<file path="config.mk">
export PLATFORM = sky130hd
export DESIGN_NAME = dr_full_buffer
export DESIGN_NICKNAME = d
export VERILOG_FILES = /design/src/rtl/dr_full_buffer.sv
export SDC_FILE = /design/constraint.sdc
export NUM_CORES = 1
export LEC_CHECK = 0
export BUFFER_PORTS_ARGS = -buffer_cell sky130_fd_sc_hd__buf_4
export CAP_MARGIN = 20
export CORE_AREA = 2 2 39 41
export CTS_BUF_LIST = sky130_fd_sc_hd__clkbuf_8
export CTS_CLUSTER_DIAMETER = 150
export DETAILED_ROUTE_END_ITERATION = 8
export DIE_AREA = 0 0 41 43
export GPL_TIMING_DRIVEN = 1
export PLACE_DENSITY = 0.47
export SLEW_MARGIN = 10
export SYNTH_ARGS = -nofsm -noshare
export SYNTH_HDL_FRONTEND = slang
export SYNTH_SLANG_ARGS = --single-unit
</file>
<file path="constraint.sdc">
create_clock -name clk -period 0.97 [get_ports clk]
set_clock_uncertainty 0.1 [all_clocks]
set_input_delay 0.194 -clock clk [delete_from_list [all_inputs] [get_ports clk]]
set_output_delay 0.194 -clock clk [all_outputs]
set_load 0.005 [all_outputs]
</file>
<file path="src/rtl/dr_full_buffer.sv">
module dr_full_buffer (
  input  logic clk,
  input  logic rst_n,
  input  logic in_t,
  input  logic in_f,
  output logic in_ack,
  output logic out_t,
  output logic out_f,
  input  logic out_ack
);

  logic in_valid;
  logic out_valid;
  logic en;
  logic held;
  logic fire;

  assign in_valid  = in_t ^ in_f;
  assign out_valid = out_t | out_f;
  assign fire      = en & ~held & in_valid & ~out_valid & ~out_ack;

  always_ff @(posedge clk) begin
    if (!rst_n) begin
      out_t <= 1'b0;
      out_f <= 1'b0;
    end else if (fire) begin
      out_t <= in_t;
      out_f <= in_f;
    end else if (out_valid && out_ack) begin
      out_t <= 1'b0;
      out_f <= 1'b0;
    end
  end

  always_ff @(posedge clk) begin
    if (!rst_n) begin
      held   <= 1'b0;
      in_ack <= 1'b0;
    end else if (fire) begin
      held <= 1'b1;
    end else if (held) begin
      held   <= 1'b0;
      in_ack <= 1'b1;
    end else if (in_ack && !in_valid) begin
      in_ack <= 1'b0;
    end
  end

  always_ff @(posedge clk) begin
    if (!rst_n)
      en <= 1'b1;
    else if (held)
      en <= 1'b0;
    else if (!en && !in_ack)
      en <= 1'b1;
  end

endmodule

</file>
# Yosys cells after proc, flatten, opt, wreduce, memory -nomap -nowiden
# Index checks and enable logic that the tools add are counted.
[word_totals] register_bits=5 out_inout_bits=3 wordCells=33
[op_classes] n_mux=8 bitwise_logic=10 n_reduce_logical=10
[op_table] op="$mux 1" n=8
[op_table] op="$reduce_bool 2->1" n=3
[op_table] op="$and 1x1->1" n=4
[op_table] op="$not 1->1" n=4
[op_table] op="$logic_and 1x1->1" n=3
[op_table] op="$logic_not 1->1" n=3
[op_table] op="$reduce_and 2->1" n=1
[op_table] op="$or 1x1->1" n=1
[op_table] op="$xor 1x1->1" n=1

# Logic depth before layout (Yosys ltp)
[depth] ltp_word=7 mapped_depth=2

# Worst setup path after synthesis
# No wires, ideal clock.
[synth_path] path_type="reg-to-reg" start="register held" end="register held" setup_time_ps=88 arrival_ps=742 required_ps=782 path_slack_ps=40 stages_incl_launch_ff=3 path_buffers=0 synth_period_minus_slack_ps=930 path_cell_list="dfxtp_1 nand4bb_2 nor4_2"
[synth_via] elab_chain_len=6
[synth_rtl] item="start, declared" line="15" source="logic held;"
[synth_rtl] item="start signal, assigned" line="37" source="held <= 1'b0;"
[synth_rtl] item="start signal, assigned" line="40" source="held <= 1'b1;"
[synth_rtl] item="start signal, assigned" line="42" source="held <= 1'b0;"
[synth_rtl] item="$not 1->1" line="20" source="assign fire = en & ~held & in_valid & ~out_valid & ~out_ack;"
[synth_rtl] item="$and 1x1->1 (4 in series)" line="20"
[synth_rtl] item="$mux 1" line="39" source="end else if (fire) begin"
# Every way passes these cells.
# A chain may end at the register's enable or synchronous reset.

# Worst setup path in the final report
[layout_path] start="register out_f" end="output out_f"
[layout_rtl] item="start, declared" line="8" source="output logic out_f,"
[layout_rtl] item="start signal, assigned" line="28" source="out_f <= in_f;"
# No word-level cell between the ends.

==> key figures <==
Power and ir drop
  • Switching share of total power: 0.220
  • P per Cell Area: 1670 nW/um^2
  • Combinational fraction of design power: 0.119
  • Int Pwr: 536 uW
  • Leakage power: 0.000173 uW
  • Design Power: 687 uW
  • Clock power share: 0.553
  • VDD IR max: 0.753 mV
  • Sequential power share: 0.328
  • NetSw: 151 uW

Clock tree
  • Max H-tree Level: 1
  • CTS tree: done
  • Hold_buf cts: 0
  • Root Driver: clkbuf_8
  • TritonCTS buffer count: 3
  • Clock slew at reported path FFs: 0.04 ns
  • CTS sink count: 5
  • Clk Latency, worst-skew pair: 0.22 ns
  • Deepest clock path buffer count: 2

Synth
  • #FFs+latches synth: 5
  • Post-synth EDFFs: 0
  • Mapped Cells: 20
  • Syn avg cell area: 11.4 sq um
  • Post-Synthesis Cell Area: 228 sq um
  • Synth top area share: 0.440
  • Count leader, synth: dfxtp_1
  • YS warnings: 0
  • Post-synth top area cell: dfxtp_1
  • Synth top area cells: dfxtp_1 (44%), o41ai_2 (14%), nand4bb_2 (7.1%)
  • Syn_nets: 25
  • Yosys cell types: 11
  • Post-synthesis sequential area ratio: 0.440
  • Ys flop type: dfxtp_1
  • Post-synth ARST share: 0

Global route
  • Total gr overflow: 0
  • Largest net degree at the start of global routing: 8
  • First-pass GRT wire length: 986 um
  • GR Util All Layers: 0.0935
  • Initial antenna violation count: 0
  • Vias in the first global route: 212

Worst setup path
  • Worst path arrival time: 0.69 ns
  • WP data required: 0.68 ns
  • Worst-path fanout max: 4
  • Startpoint Class: register
  • CP endpoint kind: output pin
  • Worst path cell trace: buf_6
  • Critical R2R Launch: held$_SDFF_PN0_
  • R2R depth: 2
  • Reg2reg end: held$_SDFF_PN0_
  • Worst path slowest cell: dfxtp_4
  • CP bufs+invs: 1
  • R2R Setup Slk: -0.01 ns
  • Cell family with most CP delay: flip-flops
  • Critical path's largest stage delay: 0.37 ns
  • Critical setup path kind: register to output pin

Floorplanning
  • Die X: 41 um
  • Core area: 1380 sq um
  • Starting density of the core: 0.165
  • FP Rows: 14
  • Die area: 1760 sq um
  • Die Ht: 43 um
  • I/O pins: 8

Timing
  • Upper clock frequency limit: 1.01 GHz
  • Fin. Hold Viols: 0
  • Max-slew violations: 0
  • Worst-Margin Slew: 0.332 ns
  • Max-slew headroom: 0.777
  • Post-route setup slack: -0.0181 ns
  • Final TNS setup: -0.0322 ns
  • Tcrit/Tclk final: 1.02
  • Final Setup Violations: 2
  • Unrepaired setup endpoints after global routing: true
  • Minimum clock period after layout: 0.988 ns

Drt
  • Vias: 210
  • Post-route ant nets: 0
  • DR iter-0 viols: 0
  • Drt first pass iters: 1
  • Final wirelength: 588 um
  • Via-to-Cell Ratio: 4.20
  • Routed WL per cell: 11.8 um
  • # DRC: 0

Hold path
  • Hold WC Path Type: primary input to register
  • WHS Endpoint: out_f$_SDFFE_PN0P_
  • Min-delay src: in_t
  • Hold path depth: 2

Layout
  • Diode count: 0
  • Layout Nets: 40
  • Final Core Density: 0.297
  • Fillers: 139
  • Share of cells above drive strength 1: 0.647
  • Finished Cell Area: 410 sq um
  • Synth-to-layout area growth: 80.2%

Run status
  • Failing checks: negative setup slack
  • Run status: finished, violations left

Placed design
  • Dpl hpwl: 396 um
  • Number of I/O port buffers: 7
  • Placed Area: 308 sq um
  • Routability Congestion: 0.678

Flow run
  • Max_cap viols: 0
-- routing by layer --
| metal | vias up | global-route usage | share of wire |
|---|---|---|---|
| met5 | - | 0 | 0 |
| met4 | 0 | 0.0400 | 0.017 |
| met3 | 2 | 0.0838 | 0.11 |
| met2 | 11 | 0.128 | 0.48 |
| met1 | 96 | 0.0968 | 0.39 |
| li1 | 101 | - | - |
-- stage by stage --
step / cells / worst slack [ns] / hold slack, ns
finish: 50 / -0.0181 / 0.0760
global route: 50 / -0.0571 / 0.0689
CTS: 50 / -0.0845 / 0.0731
detailed placement: 44 / -0.0860 / 0.316
global placement: 44 / -0.0226 / 0.315
floorplan: 20 / 0.0402 / 0.170
-- state kept, by name (all words and copies together), names as in the netlist --
register	count
en	1
held	1
in_ack	1
out_f	1
out_t	1
-- kinds of logic after synthesis --
group,synth area share
buf+inv,0.0330
xor+xnor,0.0385
flops,0.440
simple gates,0.302
compound gates,0.187
-- power by group through the flow --
stage / Sequential [uW] / Combinational (uW) / Clock [uW]
2_1_floorplan: 228 / 24.8 / 0
3_3_place_gp: 229 / 59.0 / 0
3_5_place_dp: 230 / 61.1 / 0
4_1_cts: 224 / 81.0 / 392
5_1_grt: 226 / 88.5 / 411
6_report: 225 / 81.6 / 380
-- what timing repair did --
| item | in CTS | in global routing |
|---|---|---|
| resized for setup | 11 | 2 |
| setup endpoints to repair | 5 | 6 |
| cloned | 0 | 0 |
| setup buffers | 2 | 0 |
| pin swaps | 2 | 2 |
-- worst max path at each step --
stage                            start               to  slack (ns)  cells past startpoint
floorplan              held$_SDFF_PN0_  held$_SDFF_PN0_        0.04                      2
global placement       held$_SDFF_PN0_  held$_SDFF_PN0_       -0.02                      2
CTS                    held$_SDFF_PN0_  held$_SDFF_PN0_       -0.08                      2
global route           held$_SDFF_PN0_  held$_SDFF_PN0_       -0.06                      2
finish              out_f$_SDFFE_PN0P_            out_f       -0.02                      1
detailed placement     held$_SDFF_PN0_  held$_SDFF_PN0_       -0.09                      2
-- cell usage in the layout (no fill, tap or decap), drive strengths merged --
| cell | n |
|---|---|
| buf | 10 |
| nor2b | 1 |
| o41ai | 2 |
| clkbuf | 3 |
| o21ai | 2 |
| inv | 3 |
| xnor2 | 1 |
| nand3b | 2 |
| nand4bb | 2 |
| dfxtp | 5 |
| nor4 | 1 |
| nand2 | 2 |
-- area by class of cell --
| class | instances | area, sq um | area share |
|---|---|---|---|
| clock inverters | 1 | 3.75 | 0.00915 |
| flip-flops and latches | 5 | 111 | 0.271 |
| clock buffers | 3 | 41.3 | 0.101 |
| repair buffers | 10 | 86.3 | 0.210 |
| multi-input cells | 13 | 140 | 0.341 |
| well taps | 16 | 20.0 | 0.0488 |
| inverters | 2 | 7.51 | 0.0183 |
Note: power is estimated with default switching activity, not from simulation.
